<file path="config.mk">
export PLATFORM = sky130hd
export DESIGN_NAME = wdog_timer
export DESIGN_NICKNAME = d
export VERILOG_FILES = /design/src/rtl/wdt_pkg.sv /design/src/rtl/wdt_regs.sv /design/src/rtl/wdt_tick_gen.sv /design/src/rtl/wdt_counter.sv /design/src/rtl/wdog_timer.sv
export SDC_FILE = /design/constraint.sdc
export NUM_CORES = 1
export LEC_CHECK = 0
export BUFFER_PORTS_ARGS = -buffer_cell sky130_fd_sc_hd__buf_2
export CAP_MARGIN = 20
export CORE_UTILIZATION = 30
export DETAILED_ROUTE_END_ITERATION = 16
export PLACE_DENSITY = 0.46
export REMOVE_ABC_BUFFERS = 1
export SLEW_MARGIN = 30
export SYNTH_ARGS = -nofsm -noshare
export SYNTH_HDL_FRONTEND = slang
export SYNTH_HIERARCHICAL = 1
export SYNTH_SLANG_ARGS = --single-unit
</file>
<file path="constraint.sdc">
create_clock -name clk -period 4.64 [get_ports clk]
set_input_delay 0.464 -clock clk [delete_from_list [all_inputs] [get_ports clk]]
set_output_delay 0.464 -clock clk [all_outputs]
set_load 0.1 [all_outputs]
</file>
<file path="src/rtl/wdt_pkg.sv">
package wdt_pkg;

    localparam int PRE_W         = 8;
    localparam int SEL_W         = 2;
    localparam int DIV_BASE_LOG2 = 4;

    localparam logic [3:0] OFS_CTRL   = 4'h0;
    localparam logic [3:0] OFS_RELOAD = 4'h4;
    localparam logic [3:0] OFS_COUNT  = 4'h8;

    typedef struct packed {
        logic [PRE_W-1:0] prescale;
        logic [1:0]       rsv_hi;
        logic             run;
        logic [SEL_W-1:0] div_sel;
        logic             irq_en;
        logic             rsv_lo;
        logic             rst_en;
    } ctrl_t;

    localparam int CTRL_W = $bits(ctrl_t);

endpackage

</file>
<file path="src/rtl/wdt_regs.sv">
module wdt_regs #(
    parameter int ADDR_W = 4,
    parameter int DATA_W = 32,
    parameter int CNT_W  = 16
) (
    input  logic                 clk,
    input  logic                 rst_n,
    input  logic [ADDR_W-1:0]    bus_addr,
    input  logic                 bus_we,
    input  logic [DATA_W-1:0]    bus_wdata,
    input  logic [CNT_W-1:0]     count_val,
    output wdt_pkg::ctrl_t       ctrl,
    output logic [CNT_W-1:0]     reload_val,
    output logic                 cnt_wr,
    output logic [CNT_W-1:0]     cnt_wr_val,
    output logic [DATA_W-1:0]    bus_rdata
);
    import wdt_pkg::*;

    localparam logic [CNT_W-1:0] RST_CNT = {1'b1, {(CNT_W-1){1'b0}}};

    typedef struct packed {
        ctrl_t            ctrl;
        logic [CNT_W-1:0] reload;
    } reg_st_t;

    reg_st_t q, d;

    logic hit_ctrl, hit_reload, hit_count;
    logic unused_wdata_hi;

    assign hit_ctrl   = (bus_addr == ADDR_W'(OFS_CTRL));
    assign hit_reload = (bus_addr == ADDR_W'(OFS_RELOAD));
    assign hit_count  = (bus_addr == ADDR_W'(OFS_COUNT));
    assign unused_wdata_hi = ^bus_wdata[DATA_W-1:CNT_W];

    always_comb begin
        d = q;
        if (bus_we && hit_ctrl) begin
            d.ctrl        = ctrl_t'(bus_wdata[CTRL_W-1:0]);
            d.ctrl.rsv_hi = '0;
            d.ctrl.rsv_lo = 1'b0;
        end
        if (bus_we && hit_reload) begin
            d.reload = bus_wdata[CNT_W-1:0];
        end
    end

    always_ff @(posedge clk or negedge rst_n) begin
        if (!rst_n) begin
            q <= '{ctrl: '0, reload: RST_CNT};
        end else begin
            q <= d;
        end
    end

    assign ctrl       = q.ctrl;
    assign reload_val = q.reload;
    assign cnt_wr     = bus_we && hit_count;
    assign cnt_wr_val = bus_wdata[CNT_W-1:0];

    always_comb begin
        bus_rdata = '0;
        if (hit_ctrl) begin
            bus_rdata[CTRL_W-1:0] = q.ctrl;
        end else if (hit_reload) begin
            bus_rdata[CNT_W-1:0] = q.reload;
        end else if (hit_count) begin
            bus_rdata[CNT_W-1:0] = count_val;
        end
    end

endmodule

</file>
<file path="src/rtl/wdt_tick_gen.sv">
module wdt_tick_gen #(
    parameter int PRE_W         = wdt_pkg::PRE_W,
    parameter int SEL_W         = wdt_pkg::SEL_W,
    parameter int DIV_BASE_LOG2 = wdt_pkg::DIV_BASE_LOG2
) (
    input  logic             clk,
    input  logic             rst_n,
    input  logic             run,
    input  logic [PRE_W-1:0] prescale,
    input  logic [SEL_W-1:0] div_sel,
    output logic             tick
);
    localparam int N_SEL  = 1 << SEL_W;
    localparam int DIVC_W = DIV_BASE_LOG2 + N_SEL - 1;

    typedef struct packed {
        logic [PRE_W-1:0]  pre_cnt;
        logic [DIVC_W-1:0] div_cnt;
    } tick_st_t;

    tick_st_t q, d;

    logic [DIVC_W-1:0] lim_tab [N_SEL];
    logic [DIVC_W-1:0] div_lim;
    logic              pre_hit;
    logic              div_hit;

    for (genvar gi = 0; gi < N_SEL; gi++) begin : g_lim
        assign lim_tab[gi] = DIVC_W'((1 << (DIV_BASE_LOG2 + gi)) - 1);
    end

    assign div_lim = lim_tab[div_sel];
    assign pre_hit = run && (q.pre_cnt >= prescale);
    assign div_hit = (q.div_cnt >= div_lim);
    assign tick    = pre_hit && div_hit;

    always_comb begin
        d = q;
        if (!run) begin
            d = '0;
        end else if (pre_hit) begin
            d.pre_cnt = '0;
            d.div_cnt = div_hit ? '0 : q.div_cnt + DIVC_W'(1);
        end else begin
            d.pre_cnt = q.pre_cnt + PRE_W'(1);
        end
    end

    always_ff @(posedge clk or negedge rst_n) begin
        if (!rst_n) begin
            q <= '0;
        end else begin
            q <= d;
        end
    end

endmodule

</file>
<file path="src/rtl/wdt_counter.sv">
module wdt_counter #(
    parameter int CNT_W = 16
) (
    input  logic             clk,
    input  logic             rst_n,
    input  logic             tick,
    input  logic             irq_en,
    input  logic             rst_en,
    input  logic             load_en,
    input  logic [CNT_W-1:0] load_val,
    input  logic [CNT_W-1:0] reload_val,
    output logic [CNT_W-1:0] count_val,
    output logic             irq_pulse,
    output logic             rst_req
);
    localparam logic [CNT_W-1:0] RST_CNT = {1'b1, {(CNT_W-1){1'b0}}};

    typedef struct packed {
        logic [CNT_W-1:0] cnt;
        logic             irq;
        logic             rst;
    } cnt_st_t;

    cnt_st_t q, d;

    always_comb begin
        d     = q;
        d.irq = 1'b0;
        d.rst = 1'b0;
        if (load_en) begin
            d.cnt = load_val;
        end else if (tick) begin
            if (q.cnt <= CNT_W'(1)) begin
                d.cnt = reload_val;
                d.irq = irq_en;
                d.rst = rst_en;
            end else begin
                d.cnt = q.cnt - CNT_W'(1);
            end
        end
    end

    always_ff @(posedge clk or negedge rst_n) begin
        if (!rst_n) begin
            q <= '{cnt: RST_CNT, irq: 1'b0, rst: 1'b0};
        end else begin
            q <= d;
        end
    end

    assign count_val = q.cnt;
    assign irq_pulse = q.irq;
    assign rst_req   = q.rst;

endmodule

</file>
<file path="src/rtl/wdog_timer.sv">
module wdog_timer #(
    parameter int ADDR_W = 4,
    parameter int DATA_W = 32,
    parameter int CNT_W  = 16
) (
    input  logic              clk,
    input  logic              rst_n,
    input  logic [ADDR_W-1:0] bus_addr,
    input  logic              bus_we,
    input  logic [DATA_W-1:0] bus_wdata,
    output logic [DATA_W-1:0] bus_rdata,
    output logic              irq_pulse,
    output logic              rst_req
);
    import wdt_pkg::*;

    ctrl_t            ctrl;
    logic [CNT_W-1:0] reload_val;
    logic [CNT_W-1:0] count_val;
    logic             cnt_wr;
    logic [CNT_W-1:0] cnt_wr_val;
    logic             tick;
    logic             run_en;
    logic             irq_en;
    logic             rst_en;

    assign run_en = ctrl.run;
    assign irq_en = ctrl.irq_en;
    assign rst_en = ctrl.rst_en;

    wdt_regs #(
        .ADDR_W (ADDR_W),
        .DATA_W (DATA_W),
        .CNT_W  (CNT_W)
    ) u_regs (
        .clk        (clk),
        .rst_n      (rst_n),
        .bus_addr   (bus_addr),
        .bus_we     (bus_we),
        .bus_wdata  (bus_wdata),
        .count_val  (count_val),
        .ctrl       (ctrl),
        .reload_val (reload_val),
        .cnt_wr     (cnt_wr),
        .cnt_wr_val (cnt_wr_val),
        .bus_rdata  (bus_rdata)
    );

    wdt_tick_gen u_tick (
        .clk      (clk),
        .rst_n    (rst_n),
        .run      (run_en),
        .prescale (ctrl.prescale),
        .div_sel  (ctrl.div_sel),
        .tick     (tick)
    );

    wdt_counter #(
        .CNT_W (CNT_W)
    ) u_cnt (
        .clk        (clk),
        .rst_n      (rst_n),
        .tick       (tick),
        .irq_en     (irq_en),
        .rst_en     (rst_en),
        .load_en    (cnt_wr),
        .load_val   (cnt_wr_val),
        .reload_val (reload_val),
        .count_val  (count_val),
        .irq_pulse  (irq_pulse),
        .rst_req    (rst_req)
    );

endmodule

</file>
==> summary.md <==
| Metric | Value |
|---|---|
| Normalized max-slew margin | `44.5%` |
| Vias in the first global route | `3172` |
| Number of vias per cell | `5.05` |
| Static leakage | `2.05 nW` |
| Total number of yosys warnings | `6` |
| Cell breakdown of the critical path | `inv_1 -> ha_1 -> a211oi_1 -> o21ai_0 -> a21oi_1 -> buf_4 -> nor3_1 -> buf_4 -> nor2_1 -> a22o_1 -> a31oi_1 -> o21ai_1` |
| Aggregate negative setup slack | `0 ps` |
| Length of routed wiring on met1 | `4680 um` |
| Insertion delay of the later-clocked pin in the worst-skew pair | `330 ps` |
| PwrDens | `432 nW/um^2` |
| Post-synthesis instance area | `4050 um^2` |
| Max Fanout on Critical Path | `13` |
| Global placer's final weighted congestion | `0.745` |
| Clock sink count | `62` |
| Run status | `completed` |
| Area of the placeable core | `13200 um^2` |
| Row count | `42` |
| Number of H-tree levels | `3` |
| Top cell by count, worst path | `buf_4` |
| FF-to-FF setup slack | `1800 ps` |
| Number of failing setup endpoints in the final timing report | `0` |
| Antenna Diode Count | `0` |
| Internal Dissipation | `1.30 mW` |
| Required time worst endpoint | `4900 ps` |
| Achievable frequency | `352 MHz` |
| Top delay family on crit path | `compound AO/OA/AOI/OAI gates` |
| Worst setup startpoint | `u_regs/ctrl[10]$_DFFE_PN0P_` |
| Router iterations before antenna repair | `4` |
| Avg Inst Size Synth | `9.58 um^2` |
| Final Critical Period | `2840 ps` |
| Growth of design area from synthesis to finish | `12.2%` |
| Nets | `498` |
| Clock-pin slew on the worst setup and hold paths | `50 ps` |
| CTS hold repair buffers | `0` |
| CP endpoint | `u_cnt/count_val[12]$_DFFE_PN0P_` |
| Storage cell area | `1550 um^2` |
| TritonCTS clock tree | `built` |
| Post-cts resize count | `0` |
| Clock power frac | `36.6%` |
| Stages on worst setup path | `12` |
| Buffers added on ports | `40` |
| Count of antenna-violating nets left after detailed routing | `0` |
| Sequential cell fraction of total power | `38.6%` |
| Routed wl met2 | `4970 um` |
| Total non-filler cell area in the finished layout | `4540 um^2` |
| Num CTS Buffers | `9` |
| Largest net degree at the start of global routing | `63` |
| All-layer global routing usage | `15.4%` |
| Number of vias after detailed routing | `3155` |
| First DRT Iteration DRCs | `128` |
| Die area | `14000 um^2` |
| Worst Hold Class | `in -> async` |
| Post-placement cell area | `4220 um^2` |
| Final cycle utilization of the critical path | `61.2%` |
| Global-route congestion overflow total | `0` |
| CP startpoint kind | `flip-flop` |
| Mean routed wirelength per cell | `16.2 um` |
| Combinational share of power | `24.8%` |
| Switching power as a share of total power | `33.6%` |
| Switching pwr | `660 uW` |
| Slowest cell on the critical path | `nor2_1` |
| Starting utilization of the core area | `30.7%` |
| Critical R2R Capture | `u_cnt/count_val[12]$_DFFE_PN0P_` |
| Post-detailed-routing wire length | `10100 um` |
| Final-report hold violation count | `0` |
| Met3 wire length | `349 um` |
| Root Buffer Master | `clkbuf_16` |
| Clock tree skew after final layout | `4.44 ps` |
| Final slew viol count | `0` |
| Estimated wirelength of the detail-placed design | `6770 um` |
| Width of the die | `118 um` |
| Number of cells produced by synthesis | `423` |
| Number of post-CTS setup repair buffers | `0` |
| Path type of the worst setup path | `reg -> reg` |
| Kind of end point of the critical path | `flip-flop` |
| Number of max-cap violations | `0` |
| Actual slew at the worst max-slew pin | `832 ps` |
| Worst supply voltage drop on vdd | `0.000177 V` |
| Startpoint of the worst-slack reg-to-reg timing path | `u_regs/ctrl[10]$_DFFE_PN0P_` |
| Data arrival at the endpoint of the critical path | `3100 ps` |
| Number of filler cells placed in the layout | `1365` |
| Number of cells on the worst reg-to-reg path | `12` |
| Number of buffers on the longest clock path | `2` |
| Number of antenna violations at the first check in global routing | `0` |
| Layout cells sized above 1 | `25.6%` |
| Wire length of the first global-routing pass | `16600 um` |
| Post-route DRC violation count | `0` |
| Unrepaired setup endpoints after global routing | `false` |
| Height of the chip | `118 um` |
| Number of top-level pins | `73` |
| Buffers & Inverters on Critical Path | `3` |
| Top layer used by detailed routing | `met4` |
| Longest individual stage delay on the worst path | `590 ps` |
| Footprint of the multi-input gates | `2150 um^2` |
-- power groups by stage --
stage / sequential (mW) / clock (mW) / combinational, mW
final: 0.757 / 0.719 / 0.487
after global placement: 0.762 / 0 / 0.481
after CTS: 0.756 / 0.739 / 0.492
after floorplan: 0.729 / 0 / 0.404
after detailed placement: 0.765 / 0 / 0.489
after global routing: 0.776 / 0.753 / 0.540
-- layout by cell type, fill, tap and decap left out, types with 6 or more instances in the layout --
master and n:
nand3_1 35, xnor2_1 8, inv_1 13, ha_1 15, mux2_4 10, buf_2 40
o21ai_0 19, dfrtp_1 60, nor4_1 6, nor3b_1 6, and3_1 11, mux2_2 19
a22oi_1 9, nand2_1 25, nor2_1 32, a21oi_1 23, clkbuf_16 9, conb_1 16
xor2_1 10
-- worst min path at each step --
stage	startpoint	to	slack [ps]	cells past startpoint
floorplan	rst_n	u_cnt/count_val[0]$_DFFE_PN0P_	170	0
global placement	u_tick/q[6]$_DFFE_PN0P_	u_tick/q[6]$_DFFE_PN0P_	500	1
detailed placement	u_tick/q[6]$_DFFE_PN0P_	u_tick/q[6]$_DFFE_PN0P_	510	1
CTS	rst_n	u_regs/reload_val[11]$_DFFE_PN0P_	350	2
global route	bus_wdata[7]	u_regs/reload_val[7]$_DFFE_PN0P_	390	2
finish	rst_n	u_tick/q[14]$_DFF_PN0_	300	2
-- worst register-to-register path: cells and delay by family (launching register included) --
kind                       cells  cell delay (ps)
AOI/OAI and AO/OA              6              890
and+or+nand+nor                2              670
buffers and inverters          3              500
DFF                            1              400
adders and majority gates      1              310
-- stage by stage --
stage	hold slack [ps]	total power, mW	setup WS, ps	instances	utilization [%]
floorplan	168	1.13	1260	387	-
global placement	500	1.24	1630	608	31.9
detailed placement	513	1.25	1790	609	32.0
CTS	351	1.99	1770	625	34.4
global route	391	2.07	1520	625	34.5
finish	305	1.96	1800	625	34.5
-- layer usage --
layer,GRT usage (%),up-vias
met2,25.9,79
met4,4.25,0
met3,4.01,9
met5,0,-
li1,-,1518
met1,19.3,1549
-- cell type report --
type | count | area share, %
repair buffers | 46 | 5.48
clock buffers | 13 | 6.17
well taps | 176 | 4.85
multi-input cells | 312 | 47.4
flip-flops and latches | 62 | 34.2
clock inverters | 3 | 0.881
inverters | 13 | 1.07
-- sequential cells by signal, indices dropped and copies added, names as in the netlist --
register,cells
u_regs/ctrl,13
u_regs/reload_val,16
u_cnt/irq_pulse,1
u_cnt/count_val,16
u_tick/q,15
u_cnt/rst_req,1
Power figures use the tool's default switching activity.
